**src/rtl/ccw_seq_pkg.sv**
```systemverilog
package ccw_seq_pkg;

  typedef enum logic [2:0] {
    Q_IDLE,
    Q_PAUSED,
    Q_ACTIVE,
    Q_PEND,
    Q_SUSP
  } qstate_e;

  localparam int NUM_FLAGS = 6;

endpackage

```
**src/rtl/ccw_table.sv**
```systemverilog
module ccw_table #(
  parameter int DEPTH = 16,
  parameter int W     = 7,
  localparam int AW   = $clog2(DEPTH)
) (
  input  logic          clk_i,
  input  logic          rst_ni,
  input  logic          we_i,
  input  logic [AW-1:0] waddr_i,
  input  logic [W-1:0]  wdata_i,
  input  logic [AW-1:0] raddr_a_i,
  output logic [W-1:0]  rdata_a_o,
  input  logic [AW-1:0] raddr_b_i,
  output logic [W-1:0]  rdata_b_o
);

  logic [W-1:0] mem [DEPTH];

  for (genvar g = 0; g < DEPTH; g++) begin : g_entry
    always_ff @(posedge clk_i or negedge rst_ni) begin
      if (!rst_ni)                             mem[g] <= '0;
      else if (we_i && (waddr_i == AW'(g)))    mem[g] <= wdata_i;
    end
  end

  assign rdata_a_o = mem[raddr_a_i];
  assign rdata_b_o = mem[raddr_b_i];

endmodule

```
**src/rtl/ccw_flags.sv**
```systemverilog
module ccw_flags #(
  parameter int N = 6
) (
  input  logic         clk_i,
  input  logic         rst_ni,
  input  logic [N-1:0] set_i,
  input  logic         clr_we_i,
  input  logic [N-1:0] clr_i,
  output logic [N-1:0] flags_o
);

  for (genvar g = 0; g < N; g++) begin : g_flag
    logic q;
    // set has priority over a same-cycle clear
    always_ff @(posedge clk_i or negedge rst_ni) begin
      if (!rst_ni)                   q <= 1'b0;
      else if (set_i[g])             q <= 1'b1;
      else if (clr_we_i && clr_i[g]) q <= 1'b0;
    end
    assign flags_o[g] = q;
  end

endmodule

```
**src/rtl/ccw_qs_enc.sv**
```systemverilog
module ccw_qs_enc
  import ccw_seq_pkg::*;
(
  input  qstate_e    q1_i,
  input  qstate_e    q2_i,
  output logic [3:0] qs_o
);

  function automatic logic [1:0] enc(qstate_e s);
    case (s)
      Q_PAUSED:         enc = 2'b01;
      Q_ACTIVE, Q_SUSP: enc = 2'b10;
      Q_PEND:           enc = 2'b11;
      default:          enc = 2'b00;
    endcase
  endfunction

  assign qs_o = {enc(q1_i), enc(q2_i)};

endmodule

```
**src/rtl/ccw_seq.sv**
```systemverilog
module ccw_seq
  import ccw_seq_pkg::*;
#(
  parameter int DEPTH = 16,
  parameter int CH_W  = 6,
  localparam int AW    = $clog2(DEPTH),
  localparam int CCW_W = CH_W + 1
) (
  input  logic             clk_i,
  input  logic             rst_ni,
  input  logic             tbl_we_i,
  input  logic [AW-1:0]    tbl_addr_i,
  input  logic [CCW_W-1:0] tbl_wdata_i,
  input  logic [AW-1:0]    q2_base_i,
  input  logic [1:0]       trig_i,
  input  logic             flag_clr_we_i,
  input  logic [NUM_FLAGS-1:0] flag_clr_i,
  output logic [NUM_FLAGS-1:0] flags_o,
  output logic [3:0]       qs_o,
  output logic             conv_start_o,
  output logic             conv_abort_o,
  output logic [CH_W-1:0]  conv_chan_o,
  input  logic             conv_done_i,
  output logic             res_valid_o,
  output logic             res_q_o,
  output logic [AW-1:0]    res_idx_o
);

  localparam logic [AW-1:0]   LAST = AW'(DEPTH - 1);
  localparam logic [CH_W-1:0] EOQ  = '1;

  qstate_e s1_q, s2_q, a1, a2, n1, n2;
  logic [AW-1:0] p1_q, p2_q, pa1, pa2, pn1, pn2;
  logic busy_q, own2_q, busy_n, own_n;
  logic start_q, abort_q, start_n, abort_n;
  logic [CH_W-1:0] chan_q, chan_n;
  logic pause_q, pause_n;
  logic res_v_q, res_qq, fin;
  logic [AW-1:0] res_idx_q;
  logic [1:0] set_cf, set_pf, set_tor;
  logic [CCW_W-1:0] ccw_a, ccw_b;

  ccw_table #(.DEPTH(DEPTH), .W(CCW_W)) u_tbl (
    .clk_i     (clk_i),
    .rst_ni    (rst_ni),
    .we_i      (tbl_we_i),
    .waddr_i   (tbl_addr_i),
    .wdata_i   (tbl_wdata_i),
    .raddr_a_i (pa1),
    .rdata_a_o (ccw_a),
    .raddr_b_i (pa2),
    .rdata_b_o (ccw_b)
  );

  always_comb begin
    a1 = s1_q;  a2 = s2_q;  pa1 = p1_q;  pa2 = p2_q;
    set_cf = '0; set_pf = '0; set_tor = '0;
    busy_n = busy_q; own_n = own2_q; fin = 1'b0;
    start_n = 1'b0; abort_n = 1'b0; chan_n = chan_q; pause_n = pause_q;

    // completion of the running word
    if (busy_q && conv_done_i) begin
      busy_n = 1'b0;
      fin    = 1'b1;
      if (!own2_q) begin
        set_pf[0] = pause_q;
        if (p1_q == LAST) begin a1 = Q_IDLE; set_cf[0] = 1'b1; end
        else begin pa1 = p1_q + AW'(1); if (pause_q) a1 = Q_PAUSED; end
      end else begin
        set_pf[1] = pause_q;
        if (p2_q == LAST) begin a2 = Q_IDLE; set_cf[1] = 1'b1; end
        else begin pa2 = p2_q + AW'(1); if (pause_q) a2 = Q_PAUSED; end
      end
    end

    // dispatch from post-completion state
    n1 = a1; n2 = a2; pn1 = pa1; pn2 = pa2;
    if (a1 == Q_PEND) begin
      n1 = Q_ACTIVE;
      if (a2 == Q_ACTIVE) begin
        n2 = Q_SUSP;
        if (busy_n) begin busy_n = 1'b0; abort_n = 1'b1; end
      end
    end else if (a1 == Q_ACTIVE) begin
      if (!busy_n) begin
        if (ccw_a[CH_W-1:0] == EOQ) begin n1 = Q_IDLE; set_cf[0] = 1'b1; end
        else begin
          busy_n = 1'b1; own_n = 1'b0; start_n = 1'b1;
          chan_n = ccw_a[CH_W-1:0]; pause_n = ccw_a[CH_W];
        end
      end
    end else if (a2 == Q_PEND || a2 == Q_SUSP) begin
      n2 = Q_ACTIVE;
    end else if (a2 == Q_ACTIVE && !busy_n) begin
      if (ccw_b[CH_W-1:0] == EOQ) begin n2 = Q_IDLE; set_cf[1] = 1'b1; end
      else begin
        busy_n = 1'b1; own_n = 1'b1; start_n = 1'b1;
        chan_n = ccw_b[CH_W-1:0]; pause_n = ccw_b[CH_W];
      end
    end

    // triggers, judged on post-completion state
    if (trig_i[0]) begin
      if (a1 == Q_IDLE || a1 == Q_PAUSED) begin
        n1 = Q_PEND;
        if (a1 == Q_IDLE) pn1 = '0;
      end else set_tor[0] = 1'b1;
    end
    if (trig_i[1]) begin
      if (a2 == Q_IDLE || a2 == Q_PAUSED) begin
        n2 = Q_PEND;
        if (a2 == Q_IDLE) pn2 = q2_base_i;
      end else set_tor[1] = 1'b1;
    end
  end

  always_ff @(posedge clk_i or negedge rst_ni) begin
    if (!rst_ni) begin
      s1_q <= Q_IDLE;  s2_q <= Q_IDLE;
      p1_q <= '0;      p2_q <= '0;
      busy_q <= 1'b0;  own2_q <= 1'b0;
      start_q <= 1'b0; abort_q <= 1'b0;
      chan_q <= '0;    pause_q <= 1'b0;
      res_v_q <= 1'b0; res_qq <= 1'b0; res_idx_q <= '0;
    end else begin
      s1_q <= n1;      s2_q <= n2;
      p1_q <= pn1;     p2_q <= pn2;
      busy_q <= busy_n; own2_q <= own_n;
      start_q <= start_n; abort_q <= abort_n;
      chan_q <= chan_n; pause_q <= pause_n;
      res_v_q <= fin;
      if (fin) begin
        res_qq    <= own2_q;
        res_idx_q <= own2_q ? p2_q : p1_q;
      end
    end
  end

  ccw_flags #(.N(NUM_FLAGS)) u_flags (
    .clk_i    (clk_i),
    .rst_ni   (rst_ni),
    .set_i    ({set_tor, set_pf, set_cf}),
    .clr_we_i (flag_clr_we_i),
    .clr_i    (flag_clr_i),
    .flags_o  (flags_o)
  );

  ccw_qs_enc u_enc (
    .q1_i (s1_q),
    .q2_i (s2_q),
    .qs_o (qs_o)
  );

  assign conv_start_o = start_q;
  assign conv_abort_o = abort_q;
  assign conv_chan_o  = chan_q;
  assign res_valid_o  = res_v_q;
  assign res_q_o      = res_qq;
  assign res_idx_o    = res_idx_q;

endmodule

```
**config.mk**
```make
export PLATFORM = sky130hd
export DESIGN_NAME = ccw_seq
export DESIGN_NICKNAME = d
export VERILOG_FILES = /design/src/rtl/ccw_seq_pkg.sv /design/src/rtl/ccw_table.sv /design/src/rtl/ccw_flags.sv /design/src/rtl/ccw_qs_enc.sv /design/src/rtl/ccw_seq.sv
export SDC_FILE = /design/constraint.sdc
export NUM_CORES = 1
export LEC_CHECK = 0
export ABC_CLOCK_PERIOD_IN_PS = 6540
export BUFFER_PORTS_ARGS = -buffer_cell sky130_fd_sc_hd__buf_4
export CAP_MARGIN = 15
export CORE_ASPECT_RATIO = 2
export CORE_MARGIN = 5
export CORE_UTILIZATION = 50
export DETAILED_ROUTE_END_ITERATION = 7
export GPL_TIMING_DRIVEN = 0
export PLACE_DENSITY = 0.67
export SLEW_MARGIN = 20
export SYNTH_ARGS = -nofsm -noshare
export SYNTH_HDL_FRONTEND = slang
export SYNTH_SLANG_ARGS = --single-unit
```
**constraint.sdc**
```tcl
create_clock -name clk_i -period 6.54 [get_ports clk_i]
set_input_delay 0.327 -clock clk_i [delete_from_list [all_inputs] [get_ports clk_i]]
set_output_delay 0.327 -clock clk_i [all_outputs]
set_load 0.1 [all_outputs]
```
**Yosys cells after proc, flatten, opt, wreduce, memory -nomap -nowiden**

Cells that the tools add are included.

- Flip-flop bits (word level): 149
- Bits in latches: 0
- Bits in writable memories: 0
- Bits in read-only memories: 0
- Input bits: 28
- Output and inout bits: 24
- Memories: 0

- $add $sub $neg: 2
- Multipliers: 0
- Div/mod/pow operators: 0
- Order comparisons: 2
- Equal/unequal tests: 38
- Shift-type cells: 0
- Mux-type cells: 112
- Bitwise operators: 3
- Reduce and logical (&&, ||, !) cells: 41

Operators with widths:

| kind | count |
|---|---|
| $mux 3 | 22 |
| $mux 1 | 60 |
| $bmux 7 s4 | 2 |
| $mux 4 | 13 |
| $eq 4x4->1 const B | 10 |
| $mux 6 | 6 |
| $mux 7 | 4 |
| $eq 3x2->1 const B | 8 |
| $logic_and 1x1->1 | 24 |
| $eq 4x3->1 const B | 4 |
| $reduce_bool 2->1 | 7 |
| $eq 3x1->1 const B | 4 |
| $eq 6x6->1 const B | 2 |
| $pmux 2 s3 | 2 |
| $ge 5x5->1 const B | 2 |
| $not 4->5 | 2 |
| $eq 3x3->1 const B | 3 |
| $add 4x1->4 const B | 2 |
| $eq 4x2->1 const B | 2 |
| $ne 2x2->1 const B | 4 |
| $logic_not 3->1 | 2 |
| $mux 2 | 3 |
| $reduce_and 6->1 | 1 |
| $eq 4x1->1 const B | 1 |
| 5 further kinds | 8 |

**Longest topological paths before layout**

- Depth after elaboration: 16
- Mapped depth: 14
- Depth with buffers taken out: 10

**Modules after synthesis**

A second synthesis with hierarchy kept.

- Cell total of the unflattened synthesis: 583
- Area total of the unflattened synthesis: 8162.8 µm²

By module, submodules not included:

| module | times used | cells an instance | area each (µm²) | sequential area each (µm²) |
|---|---|---|---|---|
| ccw_table | 1 | 383 | 6093.3 | 2802.7 |
| ccw_seq | 1 | 170 | 1756.7 | 775.7 |
| ccw_flags | 1 | 24 | 262.8 | 150.1 |
| ccw_qs_enc | 1 | 6 | 50.0 | 0.0 |

**Least setup slack after synthesis**

No wires, ideal clock.

- Path kind: reg2reg
- From: register p2_q[0]
- To: register chan_q[0], in the netlist conv_chan_o[0]
- Setup time: 0.126 ns
- Arrival: 3.053 ns
- Required time: 6.414 ns
- Path slack: 3.361 ns
- Stages on the path, launching flop included: 14
- Path buffers: 3
- Clock period less this slack: 3.179 ns
- Cell sequence: dfrtp_1 > ha_1 > nand2b_1 > clkbuf_1 > or3_1 > and2_4 > buf_6 > o22ai_2 > nor2_1 > or4_4 > nand4b_1 > and4_1 > buf_6 > mux2_4

- Longest elaborated chain between the ends: 12

RTL lines:

| what | line | text |
|---|---|---|
| start: declaration | ccw_seq.sv:33 | `logic [AW-1:0] p1_q, p2_q, pa1, pa2, pn1, pn2;` |
| start signal: assignment | ccw_seq.sv:127 | `p1_q <= pn1; p2_q <= pn2;` |
| parallel branches: the longest is 12 deep, another holds $add 4x1->4 | -- |  |
| end signal: assignment | ccw_seq.sv:130 | `chan_q <= chan_n; pause_q <= pause_n;` |
| end: declaration | ccw_seq.sv:36 | `logic [CH_W-1:0] chan_q, chan_n;` |

Parallel ways; which one is timed is not known. The select of a mux whose other input is x is not followed.
A chain may end at the register's enable or synchronous reset.

**Worst setup path in the final report**

- From: register p2_q[1]
- To: register chan_q[4], in the netlist conv_chan_o[4]

Same word-level chain as after synthesis.

==> results.yml <==
power:
  p_per_area_nw_per_um2: 573
  swShare_pct: 47.4
  leakagePower_nw: 4.83
  p_int_w: 0.00341
  ir_drop_mv: 0.223
  seq_power_share_pct: 22.7
  p_switching_w: 0.00306
  p_clk_share_pct: 16.2
  pwr-share-comb_pct: 61.2
sta:
  max-slew-margin-rel_pct: 19.3
  whs_ns: 0.119
  rsz0062_at_grt: "no"
  clock.fmax_mhz: 221
  worstMarginPinSlew_ns: 1.21
  setup_viol: 0
  period_share_pct: 69.3
  slew_violations: 0
  hold_viol_final: 0
  worst_clock_skew_ns: 0.0100
  setup_tns_ns: 0
  min_period_ns: 4.53
clock_network:
  cts.reportedPaths.clkPinSlew_ns: 0.06
  insertion_delay_ns: 0.45
  cts_setup_buffers: 0
  clk_path_buf_depth: 2
  holdBufCountCts: 1
  numClockSinks: 149
  cts_buffers: 17
  root_buffer: "clkbuf_16"
  ctsResizeCount: 0
  cts-htree-levels: 4
  cts_tree: "yes"
setup_path:
  critPathSlowestCell: "nor4_1"
  crit_path_frequent_cell: "buf_2"
  r2r_start: "p2_q[1]$_DFF_PN0_"
  crit_path_max_incr_delay_ns: 0.77
  startpoint: "p2_q[1]$_DFF_PN0_"
  crit_type: "reg -> reg"
  worst-path-max-fanout: 10
  crit_chain: "ha_1 > buf_2 > nand3_1 > buf_2 > nand2_2 > a2bb2oi_2 > o22ai_1 > o311a_1 > nor4_1 > nand4b_1 > and4_1 > buf_6 > mux2_4"
  cp-end-kind: "flip-flop"
  cp.arrival_ns: 4.86
  critPathRequiredTime_ns: 6.86
  critPathLaunchType: "flip-flop"
cells_and_area:
  design_area_sq_um: 11300
  drive_above_1_share_pct: 34.1
  antenna_cells: 0
  syn_to_final_growth_pct: 14.0
  nets: 987
detailed_routing:
  firstDrtPassIters: 5
  postRouteAntennaNets: 0
  routed_wl_microns: 34400
  drc: 0
  wl_per_cell_microns: 28.0
  num_vias: 8091
  drt_first_iter_violations: 836
  viasPerCell: 6.57
global_route:
  antenna_found_initial: 0
  grt_start_max_net_pins: 95
  grt_remaining_overflow: 0
  grt_pass1_vias: 8080
  grt_pass1_wl_microns: 50800
  grt_use_total_pct: 31.0
floorplanning:
  die_area_sq_um: 22900
  initial_core_util_pct: 50.2
  coreArea_sq_um: 19700
  die_x_microns: 110
  fp.dieH_microns: 209
  placementRows: 73
  ioPinCount: 52
logic_synthesis:
  synth.distinct_cells: 77
  synthFlopType: "dfrtp_1"
  netlist_area_sq_um: 9910
  ys_seq_elements: 149
  netlist_instances: 884
  synth_edf_count: 0
  syn_area_per_cell_sq_um: 11.2
  synth_async_sr_flop_share_pct: 100
  yosysWarnings: 0
  syn_nets: 914
  yosysSeqAreaShare_pct: 37.6
hold_path:
  holdCritPathClass: "in -> reg"
  hold_path_startpoint: "trig_i[0]"
placement:
  port_buffers: 51
  hpwl_microns: 26200
  post_dp_cell_area_sq_um: 10700
  gp_congestion: 1.03
outcome:
  outcome: "finished, final reports clean"
job:
  drv_cap: 0
## worst max-delay path: cells and delay by family, from the launching register on
family | cells | cell delay [ns]
mux | 1 | 0.30
fa+ha+maj | 1 | 0.23
flops | 1 | 0.48
simple gates | 5 | 1.61
buf+inv | 3 | 0.63
compound gates | 3 | 1.16
## state kept, by name, summed over array words and instances, names as in the netlist, 3 cells and up
signal,cells
p1_q,4
s2_q,3
p2_q,4
res_idx_o,4
conv_chan_o,6
u_tbl.mem,112
s1_q,3
u_flags.g_flag.q,6
## cells by family (layout without fill, tap and decap cells)
family / after synthesis / count (layout) / share of synthesized area, %
AOI/OAI and AO/OA: 168 / 168 / 12.0
xor gates and xnor gates: 2 / 2 / 0.328
adders and majority gates: 2 / 2 / 0.253
buffers and inverters: 80 / 165 / 4.84
DFF: 149 / 149 / 37.6
muxes: 257 / 257 / 33.0
and+or+nand+nor: 226 / 226 / 12.0
## routing by layer
layer / track usage (%) / vias up / part of all wire, %
met1: 33.6 / 4024 / 35
met5: 0 / - / 0
met4: 21.2 / 0 / 7.6
met2: 53.5 / 409 / 52
li1: - / 3517 / -
met3: 5.07 / 141 / 5.7
## path summary, 6_finish.rpt
path,slack [ns],to,cells after the start
min reg2reg,0.48,u_flags.g_flag[3].q$_DFFE_PN0P_,2
min in group asynchronous,0.39,p1_q[3]$_DFF_PN0_,2
max reg2reg,2.01,conv_chan_o[4]$_DFFE_PN0P_,13
max,2.01,conv_chan_o[4]$_DFFE_PN0P_,13
max in group asynchronous,5.31,u_tbl.mem[24]$_DFFE_PN0P_,3
min,0.12,s1_q[0]$_DFF_PN0_,2
## power groups by stage
| stage | Combinational, W | Clock (W) | Sequential [W] |
|---|---|---|---|
| after floorplan | 0.00263 | 0 | 0.00163 |
| after global placement | 0.00386 | 0 | 0.00146 |
| after detailed placement | 0.00389 | 0 | 0.00147 |
| after CTS | 0.00390 | 0.00106 | 0.00146 |
| after global routing | 0.00414 | 0.00109 | 0.00149 |
| final | 0.00396 | 0.00105 | 0.00147 |
## layout by cell type, fill, tap and decap left out, types with 13 or more instances in the layout
cell       Yosys  layout
dfrtp_1      149     149
mux2_2       130     130
mux2i_1       81      81
buf_4         24      74
nand2_1       57      57
nor2_1        47      47
mux4_2        40      40
o21ai_0       35      35
o22ai_1       27      27
a21oi_1       22      22
clkbuf_1      19      20
nand2b_1      17      17
buf_2         17      17
nand3_1       17      17
clkbuf_16      0      17
nor3_1        16      16
nor2b_1       13      13
## area by class of cell
cell class	instances	area, sq um
clock inverters	12	178
well taps	262	328
multi-input cells	655	5700
flip-flops and latches	149	3730
clock buffers	19	443
fillers	1748	8430
repair buffers	54	439
inverters	11	41.3
plain buffers	69	438
## through the flow
stage | util (%) | instances | total power [W] | worst slack [ns]
final | 57.2 | 1231 | 0.00647 | 2.01
after floorplan | - | 884 | 0.00426 | 3.36
after detailed placement | 54.1 | 1199 | 0.00536 | 2.19
after global routing | 57.2 | 1231 | 0.00672 | 2.07
after global placement | 53.8 | 1197 | 0.00531 | 2.20
after CTS | 57.2 | 1231 | 0.00642 | 2.19
## Yosys cell counts, drive strengths merged, types with 5 or more instances
library cell	count	area (sq um)
and2	7	46.3
dfrtp	149	3730
o22ai	28	181
nor4	6	37.5
a21oi	22	110
mux4	40	901
buf	50	367
mux2	136	1550
a2111oi	9	86.3
or3	6	42.5
nor3	16	80.1
nand3	20	115
o21ai	36	191
nor2	49	194
clkbuf	19	71.3
nand2	60	238
and3	6	37.5
nor2b	13	81.3
mux2i	81	811
a221oi	6	52.6
a211oi	11	82.6
nand2b	17	106
inv	11	41.3
nand4	5	37.5
o221ai	8	70.1
(Power assumes the default switching activity.)
